## src/rtl/pcu_pkg.sv

```systemverilog
package pcu_pkg;
  // Strobes from the control decoder to the datapath; at most one of the
  // counter-load strobes is active in a cycle.
  typedef struct packed {
    logic incr;
    logic loadTarget;
    logic loadPcl;
    logic loadVector;
    logic pop;
    logic pushCur;
    logic pushNext;
    logic latchWr;
  } pcu_strobe_t;
endpackage

```

## src/rtl/pcu_ctrl.sv

```systemverilog
module pcu_ctrl
  import pcu_pkg::*;
(
  input  logic        clk,
  input  logic        rstN,
  input  logic        stepEn,
  input  logic        gotoEn,
  input  logic        callEn,
  input  logic        retEn,
  input  logic        irqTake,
  input  logic        pclWrEn,
  input  logic        latchWrEn,
  output pcu_strobe_t strobe,
  output logic        flush
);
  logic redirect;

  // Fixed priority: interrupt, return, call, goto, low-byte write, step.
  always_comb begin
    strobe = '0;
    strobe.latchWr = latchWrEn;
    if (irqTake) begin
      strobe.loadVector = 1'b1;
      strobe.pushCur    = 1'b1;
    end else if (retEn) begin
      strobe.pop = 1'b1;
    end else if (callEn) begin
      strobe.loadTarget = 1'b1;
      strobe.pushNext   = 1'b1;
    end else if (gotoEn) begin
      strobe.loadTarget = 1'b1;
    end else if (pclWrEn) begin
      strobe.loadPcl = 1'b1;
    end else if (stepEn) begin
      strobe.incr = 1'b1;
    end
  end

  assign redirect = strobe.loadVector | strobe.pop | strobe.loadTarget | strobe.loadPcl;

  always_ff @(posedge clk or negedge rstN) begin
    if (!rstN) flush <= 1'b0;
    else       flush <= redirect;
  end

  // a single counter action per cycle
  a_r11_one_action: assert property (@(posedge clk) disable iff (!rstN)
    $onehot0({strobe.incr, strobe.loadTarget, strobe.loadPcl, strobe.loadVector, strobe.pop}));

  // any flow change requested at the ports is followed by a discard cycle
  a_r9_flush_after_redirect: assert property (@(posedge clk) disable iff (!rstN)
    (irqTake || retEn || callEn || gotoEn || pclWrEn) |=> flush);

  // a cycle with no flow change is followed by no discard
  a_r9_no_flush: assert property (@(posedge clk) disable iff (!rstN)
    !(irqTake || retEn || callEn || gotoEn || pclWrEn) |=> !flush);
endmodule

```

## src/rtl/pcu_stack.sv

```systemverilog
module pcu_stack #(
  parameter int DEPTH = 8,
  parameter int WIDTH = 13
) (
  input  logic             clk,
  input  logic             rstN,
  input  logic             push,
  input  logic             pop,
  input  logic [WIDTH-1:0] pushData,
  output logic [WIDTH-1:0] topData
);
  localparam int SP_W = $clog2(DEPTH);

  logic [WIDTH-1:0] slots [DEPTH];
  logic [SP_W-1:0]  sp;

  // The pointer names the next free slot; it wraps, so the ninth push lands
  // on the oldest entry.
  always_ff @(posedge clk or negedge rstN) begin
    if (!rstN) begin
      sp <= '0;
      for (int i = 0; i < DEPTH; i++) slots[i] <= '0;
    end else if (push) begin
      slots[sp] <= pushData;
      sp        <= sp + SP_W'(1);
    end else if (pop) begin
      sp <= sp - SP_W'(1);
    end
  end

  assign topData = slots[sp - SP_W'(1)];

  // the pointer moves up by one on a push, wrapping
  a_r8_push_moves: assert property (@(posedge clk) disable iff (!rstN)
    push |=> sp == $past(sp) + SP_W'(1));

  // the pointer moves down by one on a pop, wrapping
  a_r8_pop_moves: assert property (@(posedge clk) disable iff (!rstN)
    (pop && !push) |=> sp == $past(sp) - SP_W'(1));

  // the entry just pushed is the one a following pop returns
  a_r7_push_then_top: assert property (@(posedge clk) disable iff (!rstN)
    push |=> topData == $past(pushData));
endmodule

```

## src/rtl/pcu_dp.sv

```systemverilog
module pcu_dp
  import pcu_pkg::*;
#(
  parameter int          PC_W        = 13,
  parameter int          DATA_W      = 8,
  parameter int          STACK_DEPTH = 8,
  parameter int          PROG_WORDS  = 8192,
  parameter logic [12:0] IRQ_VECTOR  = 13'h0004
) (
  input  logic              clk,
  input  logic              rstN,
  input  pcu_strobe_t       strobe,
  input  logic [PC_W-1:0]   jumpAddr,
  input  logic [DATA_W-1:0] wrData,
  output logic [PC_W-1:0]   fetchAddr,
  output logic [DATA_W-1:0] pclRdData,
  output logic [DATA_W-1:0] latchRdData
);
  localparam int PAGE_W = PC_W - DATA_W;
  localparam int USED_W = $clog2(PROG_WORDS);

  logic [PC_W-1:0]   pc;
  logic [PC_W-1:0]   pcNext;
  logic [PC_W-1:0]   pcPlusOne;
  logic [PAGE_W-1:0] pageLatch;
  logic [PC_W-1:0]   pushData;
  logic [PC_W-1:0]   topData;

  assign pcPlusOne = pc + PC_W'(1);
  assign pushData  = strobe.pushNext ? pcPlusOne : pc;

  pcu_stack #(.DEPTH(STACK_DEPTH), .WIDTH(PC_W)) uStack (
    .clk      (clk),
    .rstN     (rstN),
    .push     (strobe.pushCur | strobe.pushNext),
    .pop      (strobe.pop),
    .pushData (pushData),
    .topData  (topData)
  );

  always_comb begin
    pcNext = pc;
    if (strobe.loadVector)      pcNext = PC_W'(IRQ_VECTOR);
    else if (strobe.pop)        pcNext = topData;
    else if (strobe.loadTarget) pcNext = jumpAddr;
    else if (strobe.loadPcl)    pcNext = {pageLatch, wrData};
    else if (strobe.incr)       pcNext = pcPlusOne;
  end

  always_ff @(posedge clk or negedge rstN) begin
    if (!rstN) begin
      pc        <= '0;
      pageLatch <= '0;
    end else begin
      pc <= pcNext;
      if (strobe.latchWr) pageLatch <= wrData[PAGE_W-1:0];
    end
  end

  assign pclRdData   = pc[DATA_W-1:0];
  assign latchRdData = {{(DATA_W-PAGE_W){1'b0}}, pageLatch};

  generate
    if (USED_W < PC_W) begin : g_masked
      assign fetchAddr = {{(PC_W-USED_W){1'b0}}, pc[USED_W-1:0]};
    end else begin : g_full
      assign fetchAddr = pc;
    end
  endgenerate

  // a lone step advances the counter by one
  a_r2_step_adds_one: assert property (@(posedge clk) disable iff (!rstN)
    strobe.incr |=> pc == $past(pc) + PC_W'(1));

  // a latch write with no counter action leaves the counter alone
  a_r5_latch_keeps_pc: assert property (@(posedge clk) disable iff (!rstN)
    (strobe.latchWr && !(strobe.incr || strobe.loadTarget || strobe.loadPcl ||
      strobe.loadVector || strobe.pop)) |=> $stable(pc));

  // an accepted interrupt lands on the vector
  a_r6_vector: assert property (@(posedge clk) disable iff (!rstN)
    strobe.loadVector |=> pc == PC_W'(IRQ_VECTOR));

  // a low-byte write takes its upper bits from the page latch
  a_r4_pcl_page: assert property (@(posedge clk) disable iff (!rstN)
    strobe.loadPcl |=> pc[PC_W-1:DATA_W] == $past(pageLatch));
endmodule

```

## src/rtl/pc_seq_unit.sv

```systemverilog
module pc_seq_unit
  import pcu_pkg::*;
#(
  parameter int PC_W        = 13,
  parameter int DATA_W      = 8,
  parameter int STACK_DEPTH = 8,
  parameter int PROG_WORDS  = 8192
) (
  input  logic              clk,
  input  logic              rstN,
  input  logic              stepEn,
  input  logic              gotoEn,
  input  logic              callEn,
  input  logic              retEn,
  input  logic              irqTake,
  input  logic [PC_W-1:0]   jumpAddr,
  input  logic              pclWrEn,
  input  logic              latchWrEn,
  input  logic [DATA_W-1:0] wrData,
  output logic [PC_W-1:0]   fetchAddr,
  output logic [DATA_W-1:0] pclRdData,
  output logic [DATA_W-1:0] latchRdData,
  output logic              flush
);
  pcu_strobe_t strobe;

  pcu_ctrl uCtrl (
    .clk       (clk),
    .rstN      (rstN),
    .stepEn    (stepEn),
    .gotoEn    (gotoEn),
    .callEn    (callEn),
    .retEn     (retEn),
    .irqTake   (irqTake),
    .pclWrEn   (pclWrEn),
    .latchWrEn (latchWrEn),
    .strobe    (strobe),
    .flush     (flush)
  );

  pcu_dp #(
    .PC_W        (PC_W),
    .DATA_W      (DATA_W),
    .STACK_DEPTH (STACK_DEPTH),
    .PROG_WORDS  (PROG_WORDS)
  ) uDp (
    .clk         (clk),
    .rstN        (rstN),
    .strobe      (strobe),
    .jumpAddr    (jumpAddr),
    .wrData      (wrData),
    .fetchAddr   (fetchAddr),
    .pclRdData   (pclRdData),
    .latchRdData (latchRdData)
  );
endmodule

```

## config.mk

```make
export PLATFORM = sky130hd
export DESIGN_NAME = pc_seq_unit
export DESIGN_NICKNAME = d
export VERILOG_FILES = /design/src/rtl/pcu_pkg.sv /design/src/rtl/pcu_ctrl.sv /design/src/rtl/pcu_stack.sv /design/src/rtl/pcu_dp.sv /design/src/rtl/pc_seq_unit.sv
export SDC_FILE = /design/constraint.sdc
export NUM_CORES = 1
export LEC_CHECK = 0
export ABC_AREA = 1
export BUFFER_PORTS_ARGS = -buffer_cell sky130_fd_sc_hd__buf_2
export CORE_ASPECT_RATIO = 1.5
export CORE_MARGIN = 5
export CORE_UTILIZATION = 53
export CTS_CLUSTER_SIZE = 24
export DETAILED_ROUTE_END_ITERATION = 7
export PLACE_DENSITY = 0.79
export SYNTH_ARGS = -nofsm -noshare
export SYNTH_HDL_FRONTEND = slang
export SYNTH_SLANG_ARGS = --single-unit
```

## constraint.sdc

```tcl
create_clock -name clk -period 3.6 [get_ports clk]
set_clock_uncertainty 0.1 [all_clocks]
set_input_delay 0 -clock clk [delete_from_list [all_inputs] [get_ports clk]]
set_output_delay 0 -clock clk [all_outputs]
set_load 0.05 [all_outputs]
```

---- Word level (Yosys, flattened, before mapping) ----
Index checks and enable logic that the tools add are counted.
storage, ports and cells
  flip-flop bits (word level) ............. 126
  bits in read-only memories .............. 0
  bits of input ports ..................... 30
  word-level logic and storage cells ...... 58
  bits in writable memories ............... 0
  latch bits .............................. 0
  output and inout port bits .............. 30
  memories ................................ 0
operators by class
  reductions and logical operators ........ 3
  $add $sub $neg .......................... 3
  div/mod/pow operators ................... 0
  bitwise operators ....................... 6
  equality and inequality tests ........... 0
  mux-type cells .......................... 31
  $lt $le $gt $ge ......................... 3
  multipliers ............................. 0
  shift-type cells ........................ 0
operator list
  kind                                                                   count
  13-bit two-way mux                                                     9
  104-bit bitwise mux                                                    1
  13-bit binary-select mux with 3-bit select                             1
  13-bit demux with 3-bit select                                         1
  1-bit two-way mux                                                      15
  13-bit by 1-bit adder with 13-bit output (second input constant)       1
  3-bit two-way mux                                                      4
  4-bit >= comparator (second input constant)                            2
  3-bit NOT with 4-bit output                                            2
  5-bit nonzero test                                                     1
  4-bit by 1-bit < comparator with 1-bit output (second input constant)  1
  1-bit bitwise OR                                                       4
  3-bit by 1-bit adder with 3-bit output (second input constant)         1
  3-bit by 1-bit subtractor with 3-bit output (second input constant)    1
  2-bit nonzero test                                                     1
  1-bit logical AND                                                      1

---- Logic depth before layout (Yosys ltp) ----
Gate-level depths: netlist of the first run.
  word-level depth ........................ 11
  depth in mapped cells ................... 14
  depth with buffers taken out ............ 11

---- Hierarchy ----
Synthesis of the first run repeated with hierarchy kept, for this count alone.
second synthesis, totals
  cells, all modules ...................... 1006
  area total of the unflattened synthesis .. 7094.3 um^2
by module, submodules not included
  module     seq. area each (um^2)  area an instance (um^2)  cells an instance  instances
  pcu_stack  2677.6                 5335.1                   724                1
  pcu_dp     450.4                  1640.3                   264                1
  pcu_ctrl   25.0                   118.9                    18                 1

---- Worst setup path after synthesis of the first run ----
Ideal clock, no wire load.
  path type ............................... flip-flop to flip-flop
  from .................................... register uDp.uStack.sp[0]
  to ...................................... register uDp.pc[7], in the netlist uDp.fetchAddr[7]
  library setup time ...................... 0.119 ns
  path buffers ............................ 4
  arrival time ............................ 2.004 ns
  cell stages (with the launch flop) ...... 15
  required time ........................... 3.381 ns
  slack ................................... 1.377 ns
  period minus slack after synthesis ...... 2.223 ns
  cells stage by stage .................... dfrtp_1 > buf_2 > inv_1 > buf_4 > buf_4 > ha_1 > inv_1 > clkbuf_1 > nand3_1 > nand2_1 > a21oi_1 > nand2_1 > nand2_1 > nor2_1 > nor2_1
between the ends
  word-level cells in the longest chain between the ends .. 7
RTL lines
  what                                                   RTL line         text
  start: declaration                                     pcu_stack.sv:15  logic [SP_W-1:0] sp;
  start signal: assignment                               pcu_stack.sv:25  sp <= sp + SP_W'(1);
  start signal: assignment                               pcu_stack.sv:27  sp <= sp - SP_W'(1);
  3-bit by 1-bit subtractor with 3-bit output            pcu_stack.sv:31  assign topData = slots[sp - SP_W'(1)];
  3-bit NOT with 4-bit output (implied by the code)      pcu_stack.sv:31
  13-bit binary-select mux with 3-bit select             pcu_stack.sv:31
  13-bit two-way mux (implied by the code) (2 in a row)  pcu_stack.sv:31
  13-bit two-way mux                                     pcu_dp.sv:44     else if (strobe.pop) pcNext = topData;
  13-bit two-way mux                                     pcu_dp.sv:43     if (strobe.loadVector) pcNext = PC_W'(IRQ_VECTOR);
  end signal: assignment                                 pcu_dp.sv:55     pc <= pcNext;
  end: declaration                                       pcu_dp.sv:22     logic [PC_W-1:0] pc;
No other way between the ends. The select of a mux whose other input is x is not followed.
A chain may end at the register's enable or synchronous reset.

---- Worst setup path in the final report of the first run ----
  from .................................... register uDp.uStack.sp[1]
  to ...................................... register uDp.pc[6], in the netlist uDp.fetchAddr[6]
The elaborated chain is that of the path after synthesis.

==> results of run 1 <==
[worst max-delay path by stage]
stage	from	end	slack, ns	cells after the start
detailed placement	uDp.uStack.sp[1]$_DFFE_PN0P_	uDp.fetchAddr[3]$_DFFE_PN0P_	1.12	10
CTS	uDp.uStack.sp[1]$_DFFE_PN0P_	uDp.fetchAddr[6]$_DFFE_PN0P_	0.59	11
floorplan	uDp.uStack.sp[0]$_DFFE_PN0P_	uDp.fetchAddr[7]$_DFFE_PN0P_	1.38	14
global route	uDp.uStack.sp[1]$_DFFE_PN0P_	uDp.fetchAddr[1]$_DFFE_PN0P_	0.31	10
finish	uDp.uStack.sp[1]$_DFFE_PN0P_	uDp.fetchAddr[6]$_DFFE_PN0P_	0.54	11
global placement	uDp.uStack.sp[1]$_DFFE_PN0P_	uDp.fetchAddr[7]$_DFFE_PN0P_	1.17	9
[synth_stat cells, types with 9 or more instances]
master    count
o21ai_0      95
nand3_1     113
dfrtp_1     126
nor2_1       49
inv_2        14
nand2_1     292
clkbuf_1      9
buf_4        16
inv_1        62
buf_2        18
a21oi_1      22
o21ai_1      22
[cell type report]
cell class,instances,share of cell area
well taps,159,0.0244
flip-flops and latches,126,0.387
clock buffers,20,0.0560
clock inverters,12,0.0170
repair buffers,103,0.0900
inverters,78,0.0359
multi-input cells,649,0.390
[metrics by stage]
| stage | cells | instance area (sq um) | utilization |
|---|---|---|---|
| 6_report | 1147 | 8150 | 0.632 |
| 5_1_grt | 1147 | 8150 | 0.632 |
| 4_1_cts | 1147 | 8150 | 0.632 |
| 3_5_place_dp | 1076 | 7160 | 0.556 |
| 3_3_place_gp | 1076 | 7160 | 0.556 |
| 2_1_floorplan | 902 | 6940 | - |
[metal layers]
metal  up-vias  track usage  share of wire
met5         -            0              0
met4         0        0.168          0.052
met3        98       0.0793          0.090
met2       402        0.445           0.48
met1      3116        0.354           0.38
li1       3073            -              -
[kinds of logic (layout without fill, tap and decap cells)]
family,count (synthesis),in the layout,synth area share
compound gates,157,157,0.128
xor+xnor,7,7,0.00993
other cells,1,3,0.000541
simple gates,478,478,0.311
flops,126,126,0.455
buf+inv,127,213,0.0878
fa+ha+maj,3,3,0.00542
mux,1,1,0.00163
[state kept, by name, indices dropped and copies added, names as in the netlist]
name              count
uDp.uStack.slots    104
uDp.uStack.sp         3
uDp.pageLatch         5
uDp.fetchAddr        13
uCtrl.flush           1
[worst min-delay path, cell delays in order]
cell and delay, ns:
buf_2 0.07, a31oi_1 0.07, nand2_1 0.07, o21ai_0 0.10
nand2_1 0.09, nand2_1 0.05, nand2_1 0.05
[power by group]
part	total [mW]	internal, mW	switching [mW]
combinational	3.44	1.03	2.41
sequential	2.35	1.97	0.385
clock	1.71	1.06	0.650
total	7.50	4.06	3.44
==> metrics.txt, run 1 <==
status=finished, final reports clean; DP Worst Slack=1.12 ns; RSZ-0062 raised after global routing=no; register area=0.00315 sq mm; Final Hold Vio Count=0; Post-synth ARST share=1.00; Slew headroom=0.290; top-area cell type share of the netlist area=0.455; Worst R2R End=uDp.fetchAddr[6]$_DFFE_PN0P_; clk sink count=126; initial antenna violation count=0; diode count=0; DIE WIDTH=103 microns; commonest non-fill, non-tap cell in the layout=nand2_1; Leakage=4.02 nW; grt total ovfl=0; CTS Root Cell=clkbuf_16; CTS buffer count=17; vias in the first global route=6,669; Routed Antenna Nets=0; Final Power=7.50 mW; Clock Latency Late Sink=0.42 ns; Mapped Area=0.00693 sq mm; IO Port Bufs=56; filler cell count=1,045; R2R depth=11; crit path max-delay cell type=xor2_1; Synth Instances=900; Multi-input gate area=0.00317 sq mm; Initial Utilization=0.537; CP endpoint kind=flop; share of cells above drive strength 1=0.141; Worst-path clk slew=0.06 ns; maximum fanout along the worst path=7; Die Height=150 microns; flop and latch count out of synthesis=126; nets=1,008; GRT Overall Usage=0.288; Worst-Margin Slew=1.06 ns; Required @ worst endpoint=3.86 ns; EDFF count, synth=0; WP buf/inv=4; critical path's most frequent cell=nand2_1; most frequent cells in the layout=nand2_1, dfrtp_1, nand3_1, o21ai_0, inv_1; final wirelength=20,900 microns; startpoint types=flop; Min Hold Slack=0.0208 ns; setup TNS=0 ns; hold-critical path endpoint=uDp.fetchAddr[5]$_DFFE_PN0P_; Main synth FF type=dfrtp_1; reg2reg start=uDp.uStack.sp[1]$_DFFE_PN0P_; post-synthesis sequential area ratio=0.455; core area=0.0129 sq mm; hold path startpoint=wrData[5]; crit-path max cell delay=0.59 ns; Yosys cell types=38; DR pass1 iterations=5; Max Cap Viol=0; area leader, netlist=dfrtp_1; # DRC=0; Post-CTS Hold Fix Bufs=39; clock buffer depth=2; minimum clock period=3.06 ns; Post-CTS Setup Inserts=0; CTS tree=done; worst hold path class=in -> reg; CP Cell Sequence=inv_2, ha_1, xor2_1, buf_4, nand3_1, nand3_1, nand2_1, inv_1, nand2_1, nand2_1, dlygate4sd3_1; CTS H-tree depth=4; Area Growth Syn to Fin=17.6%; GP Congestion=0.970; die area=0.0155 sq mm; CP Class=reg -> reg; hold path cells=7; FF-to-FF setup slack=0.54 ns; first-pass GRT wire length=34,300 microns; Site Rows=51; post_cts resized=0; DPL Wire Length=13,000 microns; WP data arrival=3.32 ns; # IOs=60; Vias=6,689; Max Fclk=327 MHz; CP delay by family, top=buffers and inverters; average size of a mapped cell=7.70 sq um; ranking of synthesized cells by area=dfrtp_1, nand2_1, nand3_1; Slew Limit Fails=0; DRT iter0 DRCs=811; largest net degree at the start of global routing=81; Tcrit/Tclk final=0.850; pwr dens=920 mW/mm^2; Via density=5.83; warnings from Yosys=0; VDD IR max=0.507 mV; Routed wire per std cell=18.2 microns; fin worst setup slack=0.541 ns; Final setup viols=0
Power figures use the tool's default switching activity.
==> run 2, diff against run 1 <==
PLACE_DENSITY = 0.82   (was 0.79)
clock period = 2.49 ns   (was 3.6 ns; I/O delays follow)
==> run 2 against run 1 <==
  * Utilization grew 0.32 points
  * Sequential share of layout area decreased by 0.20 points
  * Worst hold slack gained 0.015 ns
  * Fmax is 29% higher
  * Critical path depth decreased by 1
  * Flip-flop and latch count is the same
  * Power increased by 46%
  * Clock power is 39% higher
  * Non-clock buffer count up 7
  * Combinational power is 52% higher
  * Critical endpoint is now uDp.fetchAddr[5]$_DFFE_PN0P_
  * Highest routed layer unchanged
==> metrics.txt, run 2 (synthesis results as in run 1) <==
max FFs per register=104 (unchanged); DR pass1 iterations=5 (unchanged); Tcrit/Tclk final=0.949 (+0.0996); clk sink count=126 (unchanged); grt total ovfl=0 (unchanged); # DRC=0 (unchanged); Slew Limit Fails=0 (unchanged); crit-path max cell delay=0.57 ns (-0.02 ns); worst hold path class=in -> reg; Post-CTS Setup Inserts=0 (unchanged); Flop pwr share=0.307 (-0.007); part of the power in combinational logic=0.476 (+0.017); DRT iter0 DRCs=572 (-29%); Most flops, register=uDp.uStack.slots; Max Fclk=423 MHz (+29%); Psw=5.07 mW (+47%); Worst-Margin Slew=0.770 ns (-0.295 ns); Leakage=4.05 nW (+0.83%); Worst-path clk slew=0.06 ns (about the same); Routed Antenna Nets=0 (unchanged); # IOs=60 (unchanged); core area=0.0129 sq mm (unchanged); diode count=0 (unchanged); Required @ worst endpoint=2.70 ns (-1.16 ns); hold path startpoint=gotoEn; RSZ-0062 raised after global routing=no; status=finished, final reports clean; die area=0.0155 sq mm (unchanged); cell-internal power=5.89 mW (+45%); CP endpoint kind=flop; CP Class=reg -> reg; startpoint types=flop; crit path max-delay cell type=dlygate4sd3_1; Initial Utilization=0.537 (unchanged); CP delay by family, top=simple AND/OR/NAND/NOR gates; clock buffer depth=2 (unchanged); DIE WIDTH=103 microns (unchanged); setup TNS=0 ns (unchanged); IO Port Bufs=56 (unchanged); Die Height=150 microns (unchanged); critical path's most frequent cell=nand2_1; Area Growth Syn to Fin=18.2%; vias in the first global route=6,576 (-1.4%); WP data arrival=2.57 ns (-0.75 ns); GP Congestion=0.985 (+1.5%); CTS H-tree depth=4 (unchanged); Site Rows=51 (unchanged); most frequent cells in the layout=nand2_1, dfrtp_1, nand3_1, o21ai_0, inv_1; sw frac=0.463 (+0.00381); reg2reg start=uDp.fetchAddr[2]$_DFFE_PN0P_; VDD IR max=0.592 mV (+17%); WP buf/inv=1 (-3); maximum fanout along the worst path=6 (-1); Routed wire per std cell=17.5 microns (-4.1%); largest net degree at the start of global routing=127 (+57%); nets=1,015 (+0.69%); CTS tree=done; design area=0.00819 sq mm (+0.51%); Final setup viols=0 (unchanged); filler cell count=1,042 (-0.29%); Vias=6,544 (-2.2%); commonest non-fill, non-tap cell in the layout=nand2_1; Placement Cell Area=0.00726 sq mm (+1.3%); clock power share=0.217 (-0.011); Max Cap Viol=0 (unchanged); final core area utilization=0.635 (+0.00320); Via density=5.67 (-2.8%); GRT Overall Usage=0.277 (-0.0101); CTS Root Cell=clkbuf_16; DPL Wire Length=13,500 microns (+4.0%); pwr dens=1340 mW/mm^2 (+45%); first-pass GRT wire length=33,000 microns (-3.7%); CTS buffer count=17 (unchanged); Worst Setup SP=uDp.fetchAddr[2]$_DFFE_PN0P_; Slew headroom=0.487 (+0.197); initial antenna violation count=0 (unchanged); CP Cell Sequence=nand3_1, nor2_4, nand2_1, nand3_1, nand2_1, o21ai_0, dlygate4sd3_1, nand2_1, nand2_1, nand2_1; minimum clock period=2.36 ns (-0.695 ns); Clock Latency Late Sink=0.42 ns (about the same); Final Hold Vio Count=0 (unchanged); share of cells above drive strength 1=0.154 (+0.0131); final wirelength=20,200 microns (-3.5%)
run 2: cell count changes in the layout (fill, tap and decap cells not counted), moves of 2 or more:
cell           change
clkinv_4           -4
buf_4             +10
inv_6              +2
nor2_4             +2
dlygate4sd3_1      -4
clkinv_2           +3
run 2: area by class of cell:
class,instances,area [sq um],area share
well taps,159,199,0.0243
multi-input cells,649,3190,0.389
repair buffers,110,788,0.0962
clock buffers,19,453,0.0553
clock inverters,13,114,0.0139
inverters,78,293,0.0357
flip-flops and latches,126,3150,0.385
run 2: metal layers:
| metal | global-route usage | wire [microns] | up-vias |
|---|---|---|---|
| met2 | 0.449 | 10100 | 303 |
| met4 | 0.162 | 976 | 0 |
| met5 | 0 | 0 | - |
| met1 | 0.335 | 7710 | 3097 |
| li1 | - | - | 3083 |
| met3 | 0.0574 | 1420 | 61 |
run 2: timing repair:
item / 4_1_cts / 5_1_grt
setup endpoints to repair: 0 / 2
gates resized for setup: 0 / 4
hold endpoints to repair: 145 / 0
hold buffers: 35 / 0
run 2: path summary, 6_finish.rpt:
kind / end / slack, ns / cells past startpoint
setup / recovery: uDp.fetchAddr[5]$_DFFE_PN0P_ / 0.13 / 10
hold / removal: uDp.fetchAddr[8]$_DFFE_PN0P_ / 0.04 / 6
setup reg to reg: uDp.fetchAddr[5]$_DFFE_PN0P_ / 0.13 / 10
hold reg to reg: uDp.uStack.slots[89]$_DFFE_PN0P_ / 0.38 / 2
max in group asynchronous: uDp.uStack.sp[0]$_DFFE_PN0P_ / 1.58 / 3
min in group asynchronous: uDp.uStack.slots[103]$_DFFE_PN0P_ / 0.06 / 3
run 2: power groups by stage:
stage	sequential, mW	combinational (mW)	clock [mW]
2_1_floorplan	3.54	3.50	0
3_3_place_gp	3.32	4.92	0
3_5_place_dp	3.35	5.02	0
4_1_cts	3.34	5.14	2.38
5_1_grt	3.45	5.75	2.49
6_report	3.36	5.22	2.38
run 2: tightest hold or removal path: cells and delay by family:
kind            cells  cell delay, ns
simple gates        3            0.17
buf+inv             1            0.11
compound gates      2            0.23
run 2: through the flow:
step / setup WS (ns) / std cells / power (mW) / hold slack, ns
after floorplan: 0.267 / 902 / 7.04 / -0.396
after global placement: 0.484 / 1087 / 8.25 / 0.0535
after detailed placement: 0.417 / 1087 / 8.38 / 0.0564
after CTS: 0.0392 / 1154 / 10.9 / 0.0252
after global routing: 0.000467 / 1154 / 11.7 / 0.0613
final: 0.126 / 1154 / 11.0 / 0.0356
